[config.mk]
export PLATFORM = sky130hd
export DESIGN_NAME = blk_split
export DESIGN_NICKNAME = d
export VERILOG_FILES = /design/src/rtl/blksplit_pkg.sv /design/src/rtl/blksplit_end_reader.sv /design/src/rtl/blksplit_middle.sv /design/src/rtl/blksplit_stage.sv /design/src/rtl/blk_split.sv
export SDC_FILE = /design/constraint.sdc
export NUM_CORES = 1
export LEC_CHECK = 0
export BUFFER_PORTS_ARGS = -buffer_cell sky130_fd_sc_hd__buf_2
export CAP_MARGIN = 20
export CORE_MARGIN = 10
export CORE_UTILIZATION = 46
export CTS_CLUSTER_DIAMETER = 80
export DETAILED_ROUTE_END_ITERATION = 8
export GPL_ROUTABILITY_DRIVEN = 1
export PLACE_DENSITY = 0.9
export SLEW_MARGIN = 5
export SYNTH_ARGS = -nofsm -noshare
export SYNTH_HDL_FRONTEND = slang
export SYNTH_SLANG_ARGS = --single-unit
export TNS_END_PERCENT = 1
[constraint.sdc]
create_clock -name clk -period 6.4 [get_ports clk]
set_clock_uncertainty 0.05 [all_clocks]
set_input_delay 0.96 -clock clk [delete_from_list [all_inputs] [get_ports clk]]
set_output_delay 0.96 -clock clk [all_outputs]
set_load 0.01 [all_outputs]
[src/rtl/blksplit_pkg.sv]
package blksplit_pkg;

    localparam int NUM_BLK  = 3;
    localparam int NUM_SLOT = 32;
    localparam int SLOT_W   = 8;
    localparam int CNT_W    = 3;

    localparam int HALF    = (NUM_BLK - 1) / 2;
    localparam int NUM_STG = HALF + 1;
    localparam int IDX_W   = $clog2(NUM_SLOT);
    localparam int POS_W   = IDX_W + 2;

    typedef logic signed [POS_W-1:0] pos_t;
    typedef logic [NUM_SLOT-1:0][SLOT_W-1:0] bundle_t;

    typedef struct packed {
        bundle_t                         data;
        pos_t                            len;
        logic [NUM_BLK-1:0][POS_W-1:0]   start;
        logic [NUM_BLK-1:0][POS_W-1:0]   cnt;
        logic [NUM_BLK-1:0]              done;
        logic                            err;
    } work_t;

    // Count field of the header slot at a given position; zero when outside the bundle.
    function automatic pos_t slot_count(input bundle_t b, input pos_t at);
        pos_t r;
        r = '0;
        if (at >= 0 && at < pos_t'(NUM_SLOT))
            r = pos_t'({{(POS_W-CNT_W){1'b0}}, b[at[IDX_W-1:0]][CNT_W-1:0]});
        return r;
    endfunction

endpackage

[src/rtl/blksplit_end_reader.sv]
module blksplit_end_reader
    import blksplit_pkg::*;
#(
    parameter bit FROM_TAIL = 1'b0
) (
    input  bundle_t bundle,
    input  pos_t    hdr_pos,
    output pos_t    blk_start,
    output pos_t    blk_cnt
);

    // Low-end blocks sit just above their header; high-end blocks sit just below it.
    always_comb begin
        blk_cnt   = slot_count(bundle, hdr_pos);
        blk_start = FROM_TAIL ? (hdr_pos - blk_cnt) : (hdr_pos + pos_t'(1));
    end

endmodule

[src/rtl/blksplit_middle.sv]
module blksplit_middle
    import blksplit_pkg::*;
(
    input  pos_t lo_end,
    input  pos_t hi_start,
    output pos_t mid_start,
    output pos_t mid_cnt,
    output logic overlap
);

    pos_t gap;

    always_comb begin
        gap       = hi_start - lo_end;
        overlap   = (gap < 0);
        mid_start = lo_end;
        mid_cnt   = overlap ? '0 : gap;
    end

endmodule

[src/rtl/blksplit_stage.sv]
module blksplit_stage
    import blksplit_pkg::*;
#(
    parameter int STG = 0
) (
    input  logic  clk,
    input  logic  rst,
    input  logic  adv,
    input  logic  in_vld,
    input  work_t in_w,
    output logic  out_vld,
    output work_t out_w
);

    localparam bit HAS_HEAD = (STG < HALF);
    localparam bit HAS_TAIL = (STG >= 1);
    localparam bit HAS_MID  = (STG == HALF);
    localparam int TAIL_BLK = (STG == 0) ? NUM_BLK - 1 : NUM_BLK - STG;

    pos_t  h_start, h_cnt, t_start, t_cnt, m_start, m_cnt;
    logic  m_err;
    work_t nxt;

    generate
        if (HAS_HEAD) begin : g_head
            pos_t hdr;
            if (STG == 0) begin : g_origin
                assign hdr = '0;
            end else begin : g_follow
                assign hdr = pos_t'(in_w.start[STG-1]) + pos_t'(in_w.cnt[STG-1]);
            end
            blksplit_end_reader #(.FROM_TAIL(1'b0)) u_rd (
                .bundle(in_w.data), .hdr_pos(hdr), .blk_start(h_start), .blk_cnt(h_cnt)
            );
        end else begin : g_nohead
            assign h_start = '0;
            assign h_cnt   = '0;
        end

        if (HAS_TAIL) begin : g_tail
            pos_t hdr;
            if (STG == 1) begin : g_edge
                assign hdr = in_w.len - pos_t'(1);
            end else begin : g_inner
                assign hdr = pos_t'(in_w.start[TAIL_BLK+1]) - pos_t'(1);
            end
            blksplit_end_reader #(.FROM_TAIL(1'b1)) u_rd (
                .bundle(in_w.data), .hdr_pos(hdr), .blk_start(t_start), .blk_cnt(t_cnt)
            );
        end else begin : g_notail
            assign t_start = '0;
            assign t_cnt   = '0;
        end

        if (HAS_MID) begin : g_mid
            pos_t lo_end;
            assign lo_end = pos_t'(in_w.start[HALF-1]) + pos_t'(in_w.cnt[HALF-1]);
            blksplit_middle u_mid (
                .lo_end(lo_end), .hi_start(t_start),
                .mid_start(m_start), .mid_cnt(m_cnt), .overlap(m_err)
            );
        end else begin : g_nomid
            assign m_start = '0;
            assign m_cnt   = '0;
            assign m_err   = 1'b0;
        end
    endgenerate

    always_comb begin
        nxt = in_w;
        if (STG == 0) begin
            nxt.done = '0;
            nxt.err  = 1'b0;
        end
        if (HAS_HEAD) begin
            nxt.start[STG] = h_start;
            nxt.cnt[STG]   = h_cnt;
            nxt.done[STG]  = 1'b1;
        end
        if (HAS_TAIL) begin
            nxt.start[TAIL_BLK] = t_start;
            nxt.cnt[TAIL_BLK]   = t_cnt;
            nxt.done[TAIL_BLK]  = 1'b1;
        end
        if (HAS_MID) begin
            nxt.start[HALF] = m_start;
            nxt.cnt[HALF]   = m_cnt;
            nxt.done[HALF]  = 1'b1;
            nxt.err         = m_err;
        end
    end

    always_ff @(posedge clk) begin
        if (rst) begin
            out_vld <= 1'b0;
            out_w   <= '0;
        end else if (adv) begin
            out_vld <= in_vld;
            out_w   <= nxt;
        end
    end

    // each stage has resolved one block more from each end than the last
    a_r6_progress: assert property (@(posedge clk) disable iff (rst)
        out_vld |-> ($countones(out_w.done) == 2*STG + 1));

    generate
        if (STG == 1) begin : g_chk_edge
            // last block ends just below the high-end header
            a_r3_tail_edge: assert property (@(posedge clk) disable iff (rst)
                out_vld |-> (pos_t'(out_w.start[NUM_BLK-1]) + pos_t'(out_w.cnt[NUM_BLK-1])
                             == out_w.len - pos_t'(1)));
        end
        if (HAS_MID) begin : g_chk_mid
            // without overlap the middle block fills the gap exactly
            a_r4_mid_abut: assert property (@(posedge clk) disable iff (rst)
                (out_vld && !out_w.err) |-> (pos_t'(out_w.start[HALF]) + pos_t'(out_w.cnt[HALF])
                                             == pos_t'(out_w.start[HALF+1])));
            // an overlap leaves the middle block empty
            a_r5_err_empty: assert property (@(posedge clk) disable iff (rst)
                (out_vld && out_w.err) |-> (out_w.cnt[HALF] == '0));
        end
    endgenerate

endmodule

[src/rtl/blk_split.sv]
module blk_split
    import blksplit_pkg::*;
(
    input  logic                        clk,
    input  logic                        rst,
    input  logic                        in_valid,
    output logic                        in_ready,
    input  logic [NUM_SLOT*SLOT_W-1:0]  in_data,
    input  logic [POS_W-1:0]            in_len,
    output logic                        out_valid,
    input  logic                        out_ready,
    output logic [NUM_BLK*POS_W-1:0]    out_start,
    output logic [NUM_BLK*POS_W-1:0]    out_cnt,
    output logic                        out_err
);

    localparam int LAST = NUM_STG - 1;

    work_t w_head;
    work_t w_q [NUM_STG];
    logic  v_q [NUM_STG];
    logic  adv;
    logic  unused_fields;

    always_comb begin
        w_head      = '0;
        w_head.data = in_data;
        w_head.len  = in_len;
    end

    // One enable for all stages: a held output freezes the whole pipe.
    assign adv      = !v_q[LAST] || out_ready;
    assign in_ready = adv;

    generate
        for (genvar s = 0; s < NUM_STG; s++) begin : g_stg
            if (s == 0) begin : g_first
                blksplit_stage #(.STG(0)) u_stage (
                    .clk(clk), .rst(rst), .adv(adv),
                    .in_vld(in_valid), .in_w(w_head),
                    .out_vld(v_q[0]), .out_w(w_q[0])
                );
            end else begin : g_rest
                blksplit_stage #(.STG(s)) u_stage (
                    .clk(clk), .rst(rst), .adv(adv),
                    .in_vld(v_q[s-1]), .in_w(w_q[s-1]),
                    .out_vld(v_q[s]), .out_w(w_q[s])
                );
            end
        end
    endgenerate

    assign out_valid = v_q[LAST];
    assign out_start = w_q[LAST].start;
    assign out_cnt   = w_q[LAST].cnt;
    assign out_err   = w_q[LAST].err;

    assign unused_fields = ^{w_q[LAST].data, w_q[LAST].len, w_q[LAST].done};

    // a result that is not taken stays put
    a_r8_hold: assert property (@(posedge clk) disable iff (rst)
        (out_valid && !out_ready) |=> (out_valid && $stable(out_start)
                                       && $stable(out_cnt) && $stable(out_err)));

endmodule

# --- Word level (Yosys, flattened, before mapping) ---
# Cells that the tools add are included.
op_classes:
  bitwise: 0
  add_sub_neg: 4
  order_cmp: 4
  n_shift: 0
  div_mod_pow: 0
  n_reduce_logical: 3
  muxes: 5
  n_mul: 0
  n_eq_ne: 0
op_table:
  columns: ["cell", "count"]
  rows:
  - ["$bmux 8 s5", 1]
  - ["$mux 3", 3]
  - ["$ge 7x1->1 const B", 1]
  - ["$lt 5x7->1 const B", 1]
  - ["$lt 7x1->1 const B", 1]
  - ["$lt 7x7->1 const B", 1]
  - ["$mux 7", 1]
  - ["$sub 7x2->7 const B", 1]
  - ["$sub 7x4->7", 1]
  - ["$sub 7x5->7", 1]
  - ["$add 1x3->4", 1]
  - ["$logic_and 1x1->1", 1]
  - ["$logic_not 1->1", 1]
  - ["$logic_or 1x1->1", 1]
word_totals:
  latch_bits: 0
  out_inout_bits: 45
  in_bits: 267
  mem_bits_ro: 0
  n_memories: 0
  ram_bits: 0
  reg_bits: 302
  wordCells: 60

# --- Depth between registers and ports, before layout ---
depth:
  word_depth: 9
  ltp_mapped: 21
  ltp_nobuf: 17

# --- By module ---
# From an unflattened synthesis, not the netlist that was laid out.
unflattened:
  hier_cells: 2307
  area_unflattened_um2: 24860.1
modules_own_cells:
  columns: ["mod", "n_inst", "cells_per_inst", "area_each_um2", "seq_area_each_um2"]
  rows:
  - ["blksplit_stage at g_stg[1].g_rest.u_stage", 1, 1045, 11209.5, 6185.9]
  - ["blksplit_stage at g_stg[0].g_first.u_stage", 1, 993, 10924.2, 6145.9]
  - ["blksplit_end_reader at g_stg[1].g_rest.u_stage.g_tail.u_rd", 1, 118, 1168.6, 0.0]
  - ["blksplit_end_reader at g_stg[0].g_first.u_stage.g_head.u_rd", 1, 93, 1089.8, 0.0]
  - ["blksplit_middle", 1, 56, 457.9, 0.0]
  - ["blk_split", 1, 2, 10.0, 0.0]

# --- Worst setup path after synthesis ---
# OpenSTA, ideal clock, no wires.
synth_path:
  path_type: "reg2reg"
  from: "register g_stg[0].g_first.u_stage.out_w[46] (netlist name)"
  to: "register g_stg[1].g_rest.u_stage.out_w[12] (netlist name)"
  path_buffers: 5
  required_time_ns: 6.230
  t_arrival_ns: 5.069
  setup_time_ns: 0.120
  setup_slack_ns: 1.162
  synth_period_minus_slack_ns: 5.238
  stages_incl_launch_ff: 22
  path_cell_list: "dfxtp_1 -> buf_6 -> buf_2 -> inv_1 -> ha_1 -> buf_2 -> clkbuf_1 -> mux4_2 -> mux2_1 -> o22ai_1 -> nor3_1 -> ha_1 -> fa_1 -> inv_1 -> fa_1 -> a21o_1 -> a21oi_1 -> and3_1 -> a32oi_2 -> buf_6 -> nor3b_1 -> a211o_1"
synth_between:
  elab_chain_len: 9
  word_cells_on_any_way: 12
  classes_between: "add/sub: 3; order compare: 3; mux: 5; reduce/logical: 1"
synth_rtl:
  columns: ["item", "line_no", "rtl"]
  rows:
  - ["from (decl)", "blksplit_stage.sv:12", "output work_t out_w"]
  - ["from (signal assigned)", "blksplit_stage.sv:99", "out_w <= nxt;"]
  - ["$sub 7x2->7 (*)", "blksplit_stage.sv:43", "assign hdr = in_w.len - pos_t'(1);"]
  - ["$bmux 8 s5", "blksplit_pkg.sv:30", "r = pos_t'({{(POS_W-CNT_W){1'b0}}, b[at[IDX_W-1:0]][CNT_W-1:0]});"]
  - ["$mux 3 (implied by the code) (2 in series)", "blksplit_pkg.sv:30", null]
  - ["$mux 3 (*)", "blksplit_pkg.sv:29", "if (at >= 0 && at < pos_t'(NUM_SLOT))"]
  - ["via g_stg[1].g_rest.u_stage.g_tail.u_rd.blk_cnt[0]", "blksplit_end_reader.sv:9", "output pos_t blk_cnt"]
  - ["$sub 7x4->7 (*)", "blksplit_end_reader.sv:15", "blk_start = FROM_TAIL ? (hdr_pos - blk_cnt) : (hdr_pos + pos_t'(1));"]
  - ["via g_stg[1].g_rest.u_stage.g_mid.u_mid.hi_start[1]", "blksplit_middle.sv:5", "input pos_t hi_start,"]
  - ["$sub 7x5->7 (*)", "blksplit_middle.sv:14", "gap = hi_start - lo_end;"]
  - ["$lt 7x1->1", "blksplit_middle.sv:15", "overlap = (gap < 0);"]
  - ["$mux 7 (*)", "blksplit_middle.sv:17", "mid_cnt = overlap ? '0 : gap;"]
  - ["to (signal assigned)", "blksplit_stage.sv:99", null]
  - ["to (decl)", "blksplit_stage.sv:12", null]
# The timed path passes the listed nets; every way through them passes the cells marked *. The select of a mux whose other input is x is not followed.
# A chain may end at the register's enable or synchronous reset.

# --- Final worst setup path ---
layout_path:
  from: "register g_stg[0].g_first.u_stage.out_w[47] (netlist name)"
  to: "register g_stg[1].g_rest.u_stage.out_w[0] (netlist name)"
layout_between:
  elab_chain_len: 8
  word_cells_on_any_way: 11
  classes_between: "add/sub: 3; order compare: 3; mux: 4; reduce/logical: 1"
layout_rtl:
  columns: ["item", "line_no"]
  rows:
  - ["$sub 7x2->7 (*)", "blksplit_stage.sv:43"]
  - ["$bmux 8 s5", "blksplit_pkg.sv:30"]
  - ["$mux 3 (implied by the code) (2 in series)", "blksplit_pkg.sv:30"]
  - ["$mux 3 (*)", "blksplit_pkg.sv:29"]
  - ["via g_stg[1].g_rest.u_stage.g_tail.u_rd.blk_cnt[1]", "blksplit_end_reader.sv:9"]
  - ["$sub 7x4->7 (*)", "blksplit_end_reader.sv:15"]
  - ["via g_stg[1].g_rest.u_stage.g_mid.u_mid.hi_start[1]", "blksplit_middle.sv:5"]
  - ["$sub 7x5->7 (*)", "blksplit_middle.sv:14"]
  - ["$lt 7x1->1 (*)", "blksplit_middle.sv:15"]
# Marks and branches as above.

==> results.md <==
* Status: complete, no violations
* Residual DRC at 0
* Hpwl dp at 11,900 um
* FF-to-FF End: g_stg[1].g_rest.u_stage.out_w[0]$_SDFFE_PP0P_
* Crit. End Element: flip-flop
* WL final at 16,700 um
* DIE AREA at 0.0183 sq mm
* Total CTS buffers at 17
* Reg2reg path depth at 17
* Number of port buffers at 133
* Worst path max stage delay at 0.59 ns
* DR WL met2 at 7990 um
* Final hold slack at 0.397 ns
* Initial antenna violation count at 0
* Number of synthesis warnings at 0
* Post-synth EDFFs at 0
* Fin. max-slew vios at 0
* Grt ovf at 0
* Vias in the first global route at 5,257
* Initial core utilization at 0.465
* GRT Util Overall at 0.183
* P_leak at 3.31 nW
* Final min period at 5.39 ns
* Commonest cells after routing, fill and taps aside: nand2_1, buf_2, dfxtp_1
* Die height at 135 um
* Worst-margin pin slew at 1.09 ns
* Clock sinks at 131
* Wl on met1 at 6970 um
* Vias/cell at 5.24
* Post-synthesis sequential area ratio at 0.429
* Critical Path End: g_stg[1].g_rest.u_stage.out_w[0]$_SDFFE_PP0P_
* Reg2Reg Setup Slack at 1.01 ns
* Top Metal Used: met4
* Type of the worst setup path: reg -> reg
* Iter 0 DRT Violations at 431
* Sw Share at 0.272
* TritonCTS clock tree: yes
* Area growth from synthesis to layout at 20.5%
* Worst-path clk slew at 0.06 ns
* Setup TNS at 0 ns
* Rel. slew slack at 0.271
* Post-synth ARST share at 0
* Worst VDD drop at 0.000184 V
* Reg2reg start: g_stg[0].g_first.u_stage.out_w[47]$_SDFFE_PP0P_
* TritonRoute pass-1 iters at 5
* Final nets at 1,105
* Switching power at 0.000649 W
* Final total power at 0.00239 W
* DR WL met3 at 1530 um
* # rows at 42
* Distinct cell type count after synthesis at 55
* Post-CTS setup buffer count at 0
* CP Data Arrival Time at 5.66 ns
* Wire per inst at 16.5 um
* Crit-path slowest cell: ha_1
* Routability Congestion at 0.843
* Total core area at 0.0131 sq mm
* RSZ-0062 raised after global routing: false
* Seq cells post-synth at 131
* Crit path launch type: flip-flop
* Most used cell, CP: inv_1
* Layout cells sized above 1 at 0.245
* Logic pwr share at 0.199
* Crit-path cells: inv_1 -> ha_1 -> buf_12 -> mux4_2 -> mux2_1 -> o22ai_1 -> or3_1 -> inv_1 -> fa_1 -> inv_1 -> fa_1 -> a21o_1 -> a21oi_1 -> and3_1 -> a32oi_2 -> xor2_1 -> a211oi_2
* Syn_area_per_cell at 8.46 sq um
* WP data required at 6.67 ns
* # hold bufs at CTS at 0
* Worst Path Max Fanout at 19
* Hold crit path type: reg -> reg
* Io pins at 312
* Internal at 0.00174 W
* CP startpoint: g_stg[0].g_first.u_stage.out_w[47]$_SDFFE_PP0P_
* # setup viols final at 0
* Netlist Area Pre-Place at 0.00611 sq mm
* Clock Path Buffers at 2
* First-pass GRT wire length at 26,700 um
* Final period util at 0.842
* Vias post-DR at 5,318
* Power Density at 324 mW/mm^2
* MaxCap Viol Count at 0
* Hold path start: g_stg[0].g_first.u_stage.out_w[111]$_SDFFE_PP0P_
* CTS Root Cell: clkbuf_16
* Hold Vio Cnt, Final at 0
* Clock Latency Late Sink at 0.42 ns
* H-tree lvl count at 4
* Reg power frac at 0.389
* Dominant synthesized flop cell: dfxtp_1
* Clock network fraction of total power at 0.412
* Die span in x at 135 um
* Antenna Nets Post-Route at 0
* Post-CTS Resized at 0
* Mapped Cells at 723
* FMAX at 186 MHz
* Largest net degree at the start of global routing at 106
* Most common cell after layout, fill and taps aside: nand2_1
## critical path: cells and delay by family (launching register included)
kind	cells	cell delay, ns
DFF	1	0.42
buffers and inverters	4	0.50
AOI/OAI and AO/OA	5	1.10
and+or+nand+nor	2	0.44
adders and majority gates	3	1.66
xor gates and xnor gates	1	0.27
muxes	2	0.85
## cell usage after synthesis, drive strengths merged (4+ instances only)
| master | n | area, sq um |
|---|---|---|
| nand2 | 240 | 901 |
| dfxtp | 131 | 2620 |
| a21oi | 122 | 611 |
| clkbuf | 36 | 135 |
| buf | 35 | 231 |
| mux4 | 24 | 563 |
| nor2 | 15 | 58.8 |
| mux2 | 12 | 135 |
| inv | 11 | 41.3 |
| ha | 10 | 125 |
| xnor2 | 10 | 87.6 |
| o21ai | 9 | 45.0 |
| o22ai | 6 | 37.5 |
| a211oi | 5 | 42.5 |
| nand2b | 5 | 31.3 |
| nor4 | 5 | 58.8 |
| nand3 | 4 | 20.0 |
| xor2 | 4 | 35.0 |
## registers in the layout (all words and copies together) (netlist names)
register,flops
g_stg.g_first.u_stage.out_vld,1
g_stg.g_first.u_stage.out_w,104
g_stg.g_rest.u_stage.out_vld,1
g_stg.g_rest.u_stage.out_w,25
## stage by stage
step | utilization | cell area [sq um] | instances | worst slack, ns
after detailed placement | 0.515 | 6760 | 983 | 1.10
after global routing | 0.560 | 7360 | 1014 | 0.773
after floorplan | - | 6180 | 740 | 1.16
final | 0.561 | 7370 | 1015 | 1.01
after global placement | 0.515 | 6760 | 983 | 1.27
after CTS | 0.560 | 7360 | 1014 | 0.985
## kinds of logic after synthesis
group                    Yosys count  synth area share
AND/OR/NAND/NOR                  292             0.203
AO/OA/AOI/OAI                    154             0.138
flip-flops                       131             0.429
buffers and inverters             82            0.0667
multiplexers                      37             0.116
XOR/XNOR                          14            0.0201
adder cells (fa/ha/maj)           12            0.0270
other                              1          0.000613
## worst min path at each step
| stage | to | slack [ns] | cells after the start |
|---|---|---|---|
| 2_1_floorplan | g_stg[0].g_first.u_stage.out_w[102]$_SDFFE_PP0P_ | 0.38 | 2 |
| 3_3_place_gp | g_stg[0].g_first.u_stage.out_w[70]$_SDFFE_PP0P_ | 0.38 | 2 |
| 3_5_place_dp | g_stg[0].g_first.u_stage.out_w[111]$_SDFFE_PP0P_ | 0.39 | 2 |
| 4_1_cts | g_stg[0].g_first.u_stage.out_w[111]$_SDFFE_PP0P_ | 0.40 | 2 |
| 5_1_grt | g_stg[0].g_first.u_stage.out_w[126]$_SDFFE_PP0P_ | 0.42 | 2 |
| 6_report | g_stg[0].g_first.u_stage.out_w[111]$_SDFFE_PP0P_ | 0.40 | 2 |
## layout make-up
class | instances | area, sq um
fill | 1196 | 5770
tap | 176 | 220
timing repair buffer | 138 | 718
antenna | 1 | 2.50
multi-input combinational | 527 | 3160
clock buffer | 21 | 470
sequential | 131 | 2620
inverter | 11 | 43.8
clock inverter | 10 | 131
## power by group through the flow
stage                     clock network [W]  logic [W]  registers (W)
after floorplan                           0   0.000330       0.000949
after global placement                    0   0.000454       0.000942
after detailed placement                  0   0.000469       0.000946
after CTS                          0.000999   0.000476       0.000930
after global routing                0.00104   0.000526       0.000938
final                              0.000983   0.000475       0.000930
## metal layers
layer  vias up  global-route usage
met5         -                   0
met1      2509               0.220
met4         0              0.0574
met2       173               0.299
met3        16              0.0649
li1       2620                   -
(Power assumes the default switching activity.)
